--- config.mk ---
export PLATFORM = sky130hd
export DESIGN_NAME = csd_const_mul
export DESIGN_NICKNAME = d
export VERILOG_FILES = /design/src/rtl/csd_mul_pkg.sv /design/src/rtl/csd_digit_stage.sv /design/src/rtl/csd_scale.sv /design/src/rtl/csd_out_reg.sv /design/src/rtl/csd_const_mul.sv
export SDC_FILE = /design/constraint.sdc
export NUM_CORES = 1
export LEC_CHECK = 0
export ABC_AREA = 1
export BUFFER_PORTS_ARGS = -buffer_cell sky130_fd_sc_hd__buf_4
export CAP_MARGIN = 40
export CORE_UTILIZATION = 55
export DETAILED_ROUTE_END_ITERATION = 10
export GPL_ROUTABILITY_DRIVEN = 0
export PLACE_DENSITY = 0.75
export RECOVER_POWER = 25
export SYNTH_ARGS = -nofsm -noshare
export SYNTH_HDL_FRONTEND = slang
export SYNTH_HIERARCHICAL = 1
export SYNTH_SLANG_ARGS = --single-unit
--- constraint.sdc ---
create_clock -name clk -period 1.2 [get_ports clk]
set_clock_uncertainty 0.05 [all_clocks]
set_input_delay 0.18 -clock clk [delete_from_list [all_inputs] [get_ports clk]]
set_output_delay 0.18 -clock clk [all_outputs]
set_load 0.05 [all_outputs]
--- src/rtl/csd_mul_pkg.sv ---
package csd_mul_pkg;

  localparam int MAX_DIG = 33;

  typedef struct packed {
    logic [MAX_DIG-1:0] pos;
    logic [MAX_DIG-1:0] neg;
  } csd_t;

  typedef enum int {
    STG_PASS = 0,
    STG_ADD  = 1,
    STG_SUB  = 2,
    STG_LOADP = 3,
    STG_LOADN = 4
  } stage_kind_e;

  // Minimal signed-digit form: repeatedly strip the low digit so the
  // remainder is divisible by four, which keeps non-zero digits apart.
  function automatic csd_t csd_recode(longint coef);
    longint v;
    csd_t   r;
    v = coef;
    r = '0;
    for (int i = 0; i < MAX_DIG; i++) begin
      if (v[0]) begin
        if (!v[1]) begin
          r.pos[i] = 1'b1;
          v = v - 1;
        end else begin
          r.neg[i] = 1'b1;
          v = v + 1;
        end
      end
      v = v >>> 1;
    end
    return r;
  endfunction

  function automatic int csd_first(csd_t r);
    int idx;
    idx = MAX_DIG;
    for (int i = MAX_DIG - 1; i >= 0; i--) begin
      if (r.pos[i] || r.neg[i]) idx = i;
    end
    return idx;
  endfunction

  function automatic int csd_nonzero(csd_t r);
    int n;
    n = 0;
    for (int i = 0; i < MAX_DIG; i++) begin
      if (r.pos[i] || r.neg[i]) n++;
    end
    return n;
  endfunction

  function automatic stage_kind_e csd_kind(csd_t r, int idx);
    stage_kind_e k;
    k = STG_PASS;
    if (idx == csd_first(r)) begin
      if (r.pos[idx]) k = STG_LOADP;
      else if (r.neg[idx]) k = STG_LOADN;
    end else if (r.pos[idx]) begin
      k = STG_ADD;
    end else if (r.neg[idx]) begin
      k = STG_SUB;
    end
    return k;
  endfunction

endpackage

--- src/rtl/csd_digit_stage.sv ---
module csd_digit_stage
  import csd_mul_pkg::*;
#(
  parameter int          W     = 24,
  parameter int          SHIFT = 0,
  parameter stage_kind_e KIND  = STG_PASS
) (
  input  logic signed [W-1:0] acc_i,
  input  logic signed [W-1:0] x_i,
  output logic signed [W-1:0] acc_o
);

  logic signed [W-1:0] term;
  assign term = x_i <<< SHIFT;

  generate
    if (KIND == STG_ADD) begin : g_add
      assign acc_o = acc_i + term;
    end else if (KIND == STG_SUB) begin : g_sub
      assign acc_o = acc_i - term;
    end else if (KIND == STG_LOADP) begin : g_loadp
      logic signed [W-1:0] unused_acc;
      assign unused_acc = acc_i;
      assign acc_o = term;
    end else if (KIND == STG_LOADN) begin : g_loadn
      logic signed [W-1:0] unused_acc;
      assign unused_acc = acc_i;
      assign acc_o = -term;
    end else begin : g_pass
      logic signed [W-1:0] unused_term;
      assign unused_term = term;
      assign acc_o = acc_i;
    end
  endgenerate

endmodule

--- src/rtl/csd_scale.sv ---
module csd_scale #(
  parameter int W = 24,
  parameter int K = 0
) (
  input  logic signed [W-1:0] prod_i,
  output logic signed [W-1:0] res_o
);

  generate
    if (K == 0) begin : g_none
      assign res_o = prod_i;
    end else begin : g_shift
      assign res_o = prod_i >>> K;
    end
  endgenerate

endmodule

--- src/rtl/csd_out_reg.sv ---
module csd_out_reg #(
  parameter int W = 24
) (
  input  logic         clk,
  input  logic         rst_n,
  input  logic         d_valid,
  output logic         d_ready,
  input  logic [W-1:0] d_data,
  output logic         q_valid,
  input  logic         q_ready,
  output logic [W-1:0] q_data
);

  logic take;

  assign d_ready = !q_valid || q_ready;
  assign take    = d_valid && d_ready;

  always_ff @(posedge clk or negedge rst_n) begin
    if (!rst_n) begin
      q_valid <= 1'b0;
    end else if (d_ready) begin
      q_valid <= d_valid;
    end
  end

  always_ff @(posedge clk or negedge rst_n) begin
    if (!rst_n) begin
      q_data <= '0;
    end else if (take) begin
      q_data <= d_data;
    end
  end

endmodule

--- src/rtl/csd_const_mul.sv ---
module csd_const_mul
  import csd_mul_pkg::*;
#(
  parameter int IN_W    = 16,
  parameter int COEF_W  = 8,
  parameter int COEF    = 7,
  parameter int SHIFT_K = 6,
  parameter int OUT_W   = IN_W + COEF_W
) (
  input  logic             clk,
  input  logic             rst_n,
  input  logic             in_valid,
  output logic             in_ready,
  input  logic [IN_W-1:0]  in_data,
  output logic             out_valid,
  input  logic             out_ready,
  output logic [OUT_W-1:0] out_data
);

  localparam csd_t RECODE = csd_recode(longint'(COEF));
  localparam int   DIGITS = COEF_W + 1;
  localparam int   NZ     = csd_nonzero(RECODE);

  logic signed [OUT_W-1:0] x_ext;
  logic signed [OUT_W-1:0] chain [DIGITS+1];
  logic signed [OUT_W-1:0] scaled;

  assign x_ext    = OUT_W'($signed(in_data));
  assign chain[0] = '0;

  generate
    for (genvar g = 0; g < DIGITS; g++) begin : g_dig
      csd_digit_stage #(
        .W    (OUT_W),
        .SHIFT(g),
        .KIND (csd_kind(RECODE, g))
      ) u_stage (
        .acc_i(chain[g]),
        .x_i  (x_ext),
        .acc_o(chain[g+1])
      );
    end
  endgenerate

  csd_scale #(
    .W(OUT_W),
    .K(SHIFT_K)
  ) u_scale (
    .prod_i(chain[DIGITS]),
    .res_o (scaled)
  );

  csd_out_reg #(
    .W(OUT_W)
  ) u_oreg (
    .clk    (clk),
    .rst_n  (rst_n),
    .d_valid(in_valid),
    .d_ready(in_ready),
    .d_data (scaled),
    .q_valid(out_valid),
    .q_ready(out_ready),
    .q_data (out_data)
  );

  initial begin
    if (NZ > DIGITS) $display("csd_const_mul: coefficient does not fit");
  end

endmodule

==> results.txt, run 1 <==
The placement row count was 31. Setup violations remaining at the end of the flow were counted as 24. The first global-routing pass estimated 17500 um of wire. Class of the most critical setup path: in -> reg. Dividing the detail-routed wire length by the instance count gives 15.4 um. The number of antenna violations at the first check in global routing was 0. VDD sags by at most 0.459 mV. Core box area: 0.00741 sq mm. The busiest metal layer after global routing was met2.

Synthesized instance count: 646. The max-slew violation count came out at 0. The clock drives 25 sinks. For the half-perimeter wire length after detailed placement, the log shows 7380 um. Combinational logic burns 67.4% of the power.

The run gives 2410 uW as the switching power summed over all nets. The run gives 60.0% as the relative slew slack. The arrival time of data at the critical path endpoint came out at 2.39 ns. In this run switching power makes up 48.1% of total power. The run gives 6 as the warning count from the yosys run. The final worst-path setup slack is -1.07 ns, and the remaining global-route overflow is 0. The logs give 0.00477 sq mm for the area after detailed placement and 26.1% for the overall track demand over capacity in global routing.

The final hold violation count was 0; the antenna diode count was 0. At the later pin of the worst-skew pair, clock insertion delay measures 0.27 ns. Fraction of final layout cells with drive strength greater than 1: 64.6%. For the met3 layer usage reported by global route, the log shows 1.94%.

The clock root buffer was sky130_fd_sc_hd__clkbuf_8. The DRC marker count from the first detailed-route iteration is 162, and the die height is 90.4 um. The clock network power share is 9.7%. The setup check on the worst reg-to-reg path leaves a slack of 0.07 ns.

The run gives 46 as the total I/O pin count. For the sequential group share of total power, the log shows 23.0%. The first-pass iteration count of the detailed router is 4. The category of the worst setup path launch point is a primary input. The number of nets in the synthesized netlist is 688. Before CTS, the worst setup slack after placement is -1.32 ns.

The checks that failed: negative setup slack. The number of levels the H-tree was split into was 1; the mean instance size in the synthesized netlist was 6.65 sq um. Max-cap violations in this run came to 0. The number of nets with antenna violations after detailed routing was 0; the area of the mapped netlist was 0.00429 sq mm. Slew of the pin with the lowest slew margin: 0.600 ns.

Wires add up to 11400 um. The worst hold path class is in -> reg. The run gives 3828 as the via count. The time the worst path needs with I/O delays and setup is 2.27 ns. The tools report the post-route standard cell area excluding fillers as 0.00578 sq mm. The run finished, with violations left. TritonCTS created 3 clock buffers.

Starting density of the core: 58.0%. TritonCTS built the clock tree. The met2 global-route usage is 51.2%, and the maximum operating frequency is 441 MHz.

Setup repair after global routing could not meet its margin everywhere. In the global route stage, met1 resource usage came out at 28.5%. The area growth from synthesis to layout is 34.7%. The worst hold-check slack came out at 0.203 ns. The part of the cycle the worst path needs was 189%; the leakage component of the power was 0.00281 uW. The power per unit of standard cell area is 866 mW/mm^2. The floorplan die width works out to 90.4 um. The tools report the required time of the critical path as 1.32 ns. Clock-pin slew was measured on the worst setup and hold paths at 0.08 ns. Along the worst path, the maximum fanout reaches 15. The mean number of vias per cell was 5.17. Cell internal power was estimated by the tool at 2600 uW. In the routed design, unresolved DRC markers number 0.

The maximum number of buffers from clock root to sink is 2, and the total number of nets in the final design is 685. The largest net degree at the start of global routing was 26. The kind of capture point of the worst setup path was a flip-flop. Buffers placed on the I/O ports in this run total 45. The die covers 0.00816 sq mm.

For the number of global-route vias before repair, the log shows 3869.
==> through the flow <==
stage / total power [uW] / std cells / util [%] / TNS, ns
floorplan: 4650 / 646 / - / -34.58
global placement: 3930 / 712 / 64.3 / -27.29
detailed placement: 3980 / 712 / 64.3 / -28.63
CTS: 4710 / 729 / 72.3 / -18.63
global route: 5260 / 741 / 78.1 / -23.62
finish: 5010 / 741 / 78.1 / -21.65
==> registers in the layout, summed over array words and instances, names as in the netlist <==
register,flops
u_oreg/q_data,24
u_oreg/q_valid,1
==> final cells by class <==
class	instances	area, sq um
Fill cell	448	1620
Clock buffer	3	41.3
Clock inverter	1	5.00
Tap cell	99	124
Timing Repair Buffer	155	1340
Multi-Input combinational cell	395	3390
Sequential cell	25	627
Inverter	63	265
==> metal layers <==
metal  vias up  wire, um
met5         -         0
met3        61       408
met1      1788      4200
met4         0       591
met2       151      6190
li1       1828         -
==> power by group through the flow <==
stage                     logic [uW]  registers [uW]  clock network [uW]
after global placement          2770            1160                   0
after floorplan                 2860            1790                   0
after detailed placement        2820            1170                   0
after global routing            3570            1180                 515
after CTS                       3070            1150                 497
final                           3370            1150                 485
==> final timing paths <==
check,from,end,cells after the start
worst max-delay path,in_data[15],u_oreg/q_data[20]$_DFFE_PN0P_,17
worst min-delay path,in_valid,u_oreg/q_data[14]$_DFFE_PN0P_,3
worst max register to register,u_oreg/q_valid$_DFFE_PN0P_,u_oreg/q_data[23]$_DFFE_PN0P_,5
worst min register to register,u_oreg/q_data[4]$_DFFE_PN0P_,u_oreg/q_data[4]$_DFFE_PN0P_,2
max in group asynchronous,rst_n,u_oreg/q_valid$_DFFE_PN0P_,2
min in group asynchronous,rst_n,u_oreg/q_data[21]$_DFFE_PN0P_,2
==> layout by cell type, fill, tap and decap left out, types with 10 or more instances in the layout <==
master and count:
sky130_fd_sc_hd__nand3_1 13, sky130_fd_sc_hd__xor2_2 14, sky130_fd_sc_hd__nand3_2 37, sky130_fd_sc_hd__inv_2 10, sky130_fd_sc_hd__nor2_2 12, sky130_fd_sc_hd__ha_4 21
sky130_fd_sc_hd__nand2_4 15, sky130_fd_sc_hd__nor2_1 14, sky130_fd_sc_hd__dfrtp_1 24, sky130_fd_sc_hd__buf_4 120, sky130_fd_sc_hd__nand2_1 102, sky130_fd_sc_hd__buf_6 27
sky130_fd_sc_hd__nand4_1 11, sky130_fd_sc_hd__nor2_4 30, sky130_fd_sc_hd__nand2_2 82, sky130_fd_sc_hd__inv_1 51
==> what timing repair did <==
item	in CTS	in global routing
pin swaps	110	74
gates resized for setup	109	80
endpoints found under the setup margin	25	25
hold buffers	1	0
endpoints found under the hold margin	25	0
buffers inserted	13	14
==> worst max-delay path, cell delays in order <==
cell	delay (ns)
sky130_fd_sc_hd__buf_6	0.14
sky130_fd_sc_hd__nor2_4	0.15
sky130_fd_sc_hd__inv_1	0.05
sky130_fd_sc_hd__nor2_1	0.26
sky130_fd_sc_hd__nand3_1	0.13
sky130_fd_sc_hd__nand2_1	0.11
sky130_fd_sc_hd__nand2_2	0.08
sky130_fd_sc_hd__ha_4	0.30
sky130_fd_sc_hd__nand2_2	0.08
sky130_fd_sc_hd__nor2_2	0.15
sky130_fd_sc_hd__nand2_2	0.10
sky130_fd_sc_hd__nor2_1	0.12
sky130_fd_sc_hd__nand2_1	0.10
sky130_fd_sc_hd__nand4_1	0.13
sky130_fd_sc_hd__nand2_4	0.13
sky130_fd_sc_hd__nand3_4	0.11
sky130_fd_sc_hd__nand2_2	0.05
No activity file was read; power rests on OpenSTA's default activity.
==> inputs of run 2 (changes only) <==
- CORE_MARGIN: not set -> 5
==> run 2 against run 1 <==
Against the previous run: the run still ends with negative setup slack left; sequential share of layout area grew 0.27 points; non-clock buffer count is 3 lower; count of clock-buffer cells in the layout increased by 1; power is 2.0% lower.
==> results.txt, run 2 (synthesized netlist as in run 1, its figures left out) <==
The run finished, with violations left. The final reports fail on negative setup slack. The tools report the number of global-route vias before repair as 3697. Met2 global-route usage: 38.1%.

In this run the tightest slew margin relative to its limit is 60.6%. Counting stages on the worst path, the most repeated cell is sky130_fd_sc_hd__nand2_1. The register with the most flip-flops in the layout has 24 of them. The number of clock sinks seen by CTS is 25.

The run gives 0 as the max-slew violation count. Combinational logic is responsible for 66.8% of the overall power. Counting both buffers and inverters, the worst setup path holds a total of 4. The floorplan step defined a die boundary enclosing 0.00967 sq mm.

Global routing consumed, over all layers together, 20.4% of the routing resources. Dividing the detail-routed wire length by the instance count gives 14.1 um. OpenSTA, run right after detailed placement, puts the worst setup slack at -1.31 ns. In this run the clock root is driven by a sky130_fd_sc_hd__clkbuf_8. Core box area: 0.00765 sq mm.

More flip-flops sit in one register than any other, and that register is u_oreg/q_data. The tools report the kind of capture point of the worst setup path as a flip-flop. Family with the most delay on the worst path: simple AND/OR/NAND/NOR gates. The finished layout holds 741 standard cells, fillers aside.

The run gives -20.40 ns as the setup total negative slack. For the final core area utilization, the log shows 73.8%. The first detailed-routing pass took 4 iterations.

The detail route stage leaves a number of antenna-violating nets equal to 0. The count of fill cells added during filler insertion is 529, and the final worst-path setup slack is -0.972 ns. On the critical path, the stage with the largest delay is an instance of sky130_fd_sc_hd__ha_4. In the layout the commonest cells are sky130_fd_sc_hd__buf_4, sky130_fd_sc_hd__nand2_1, sky130_fd_sc_hd__nand2_2. Setup repair after global routing could not meet its margin everywhere. The area growth from synthesis to layout is 31.5%. In this run, CTS created clock tree buffers numbering 3.

The tools report the reported max-cap violation count as 0. After global routing, the most crowded layer is met2. The routed design could run at a clock period as short as 2.17 ns. The number of endpoints failing setup at the final stage is 24. The later pin in the worst-skew pair is clocked with a latency of 0.26 ns. The worst-case vdd ir drop is 0.488 mV.

At the worst endpoint, the arrival time is 2.33 ns. In the routed design, unresolved DRC markers number 0. For the half-perimeter wire length after detailed placement, the log shows 7540 um. The total I/O pin count is 46, and the delay of the slowest critical-path stage is 0.32 ns. The library cell used most frequently in the layout, excluding fill and tap cells, is sky130_fd_sc_hd__buf_4.

The slew of the pin with the lowest slew margin was 0.591 ns. TritonCTS built the clock tree. For flop-to-flop paths, the worst setup slack is 0.09 ns. The repair_antennas step left the layout with diodes totalling 0.

Summing all placed instances gives a cell area of 0.00476 sq mm. The routed design has 10500 um of wire. The die is 98.4 um wide. The clock edge transition at the registers on the reported setup and hold paths is 0.08 ns. The number of levels the H-tree was split into was 1; the met3 layer usage reported by global route was 2.36%. The run gives 0 as the number of antenna violations at the first check in global routing. The die height was 98.4 um; the power per unit of standard cell area was 869 mW/mm^2. After global routing the overflow that remains totals 0. The share of total power dissipated in the clock network is 9.8%.

The floorplan has 32 rows. The worst hold path class is in -> reg. In this run switching power makes up 47.5% of total power.

In the final layout, the share of cells above drive strength 1 is 59.3%. The maximum number of buffers from clock root to sink came out at 2. Derived from the worst setup path, the maximum achievable clock frequency is 460 MHz. Leakage component of the power: 0.00281 uW.

In the final design database the tool counted 682 nets. The internal portion of the total power is 2570 uW. The first global-routing pass estimated 16800 um of wire. Across all layers, the routed design uses 3646 vias. In this run the power spent charging and discharging nets is 2330 uW.

STA puts the critical path data required time at 1.36 ns. The met1 demand-to-capacity share in global routing is 24.5%. The sequential group share of total power is 23.4%.

The largest registers in the layout are u_oreg/q_data x24, u_oreg/q_valid x1. The setup path with the least slack is of type in -> reg. The initial utilization of the core area, before any placement, comes to 56.2%. The final hold violation count was 0; the count of buffers from port buffering was 45. Part of the cycle the worst path needs: 181%. The logs give 714 for the number of cells after detailed placement and 26 for the largest net degree at the start of global routing. In this run the worst path has a maximum fanout of 4.

Walking the worst path, the cells encountered are buf_12 > inv_16 > ha_4 > nand2_8 > nor2_4 > nand2_2 > xor2_2 > ha_4 > nand2_4 > inv_2 > buf_4 > nand3_4 > nor2_1 > nor2_1 > nand2_1 > nand2_1 > nand2_2 > nand3_2 > nand2_1. The worst setup path is launched from a primary input. The post-route standard cell area excluding fillers was 0.00565 sq mm. In this run, the number of DRC markers left after iteration 0 of detailed routing was 157. Using the TritonRoute via totals, the vias-per-cell ratio works out to 4.92.
run 2: worst paths after layout:
path	depth (start not counted)	startpoint	end
setup reg to reg	5	u_oreg/q_valid$_DFFE_PN0P_	u_oreg/q_data[7]$_DFFE_PN0P_
hold reg to reg	2	u_oreg/q_data[0]$_DFFE_PN0P_	u_oreg/q_data[0]$_DFFE_PN0P_
setup / recovery	19	in_data[0]	u_oreg/q_data[11]$_DFFE_PN0P_
hold / removal	3	in_valid	u_oreg/q_data[10]$_DFFE_PN0P_
min in group asynchronous	2	rst_n	u_oreg/q_data[2]$_DFFE_PN0P_
max in group asynchronous	2	rst_n	u_oreg/q_valid$_DFFE_PN0P_
run 2: power by group through the flow:
stage	clock network [uW]	logic (uW)	registers, uW
global route	534	3520	1170
CTS	490	3080	1150
finish	479	3280	1150
floorplan	0	2860	1790
global placement	0	2780	1160
detailed placement	0	2830	1170
run 2: worst min-delay path, stage by stage:
cell	delay, ns
sky130_fd_sc_hd__buf_4	0.18
sky130_fd_sc_hd__nand3_2	0.08
sky130_fd_sc_hd__nand2_1	0.04
run 2: layer usage:
metal  wire length [um]  up-vias
met5                  0        -
li1                   -     1828
met4                409        0
met3                416       37
met2               5590      105
met1               4050     1676
run 2: final cells by class:
type / instances / area [sq um] / share of cell area [%]
multi-input cells: 395 / 3270 / 57.8
repair buffers: 152 / 1310 / 23.2
flip-flops and latches: 25 / 627 / 11.1
inverters: 63 / 270 / 4.79
well taps: 102 / 128 / 2.26
clock buffers: 4 / 45.0 / 0.798
run 2: repair_timing:
item	in CTS	in global routing
hold buffers	1	0
pin swaps	79	57
endpoints found under the setup margin	25	24
buffers inserted	13	9
gates cloned	0	0
resized for setup	95	59
endpoints found under the hold margin	25	0
run 2: through the flow:
stage          hold slack (ns)  power (uW)
3_5_place_dp            0.0445        4000
5_1_grt                  0.207        5230
3_3_place_gp            0.0408        3940
4_1_cts                  0.201        4730
6_report                 0.201        4910
2_1_floorplan           -0.166        4650
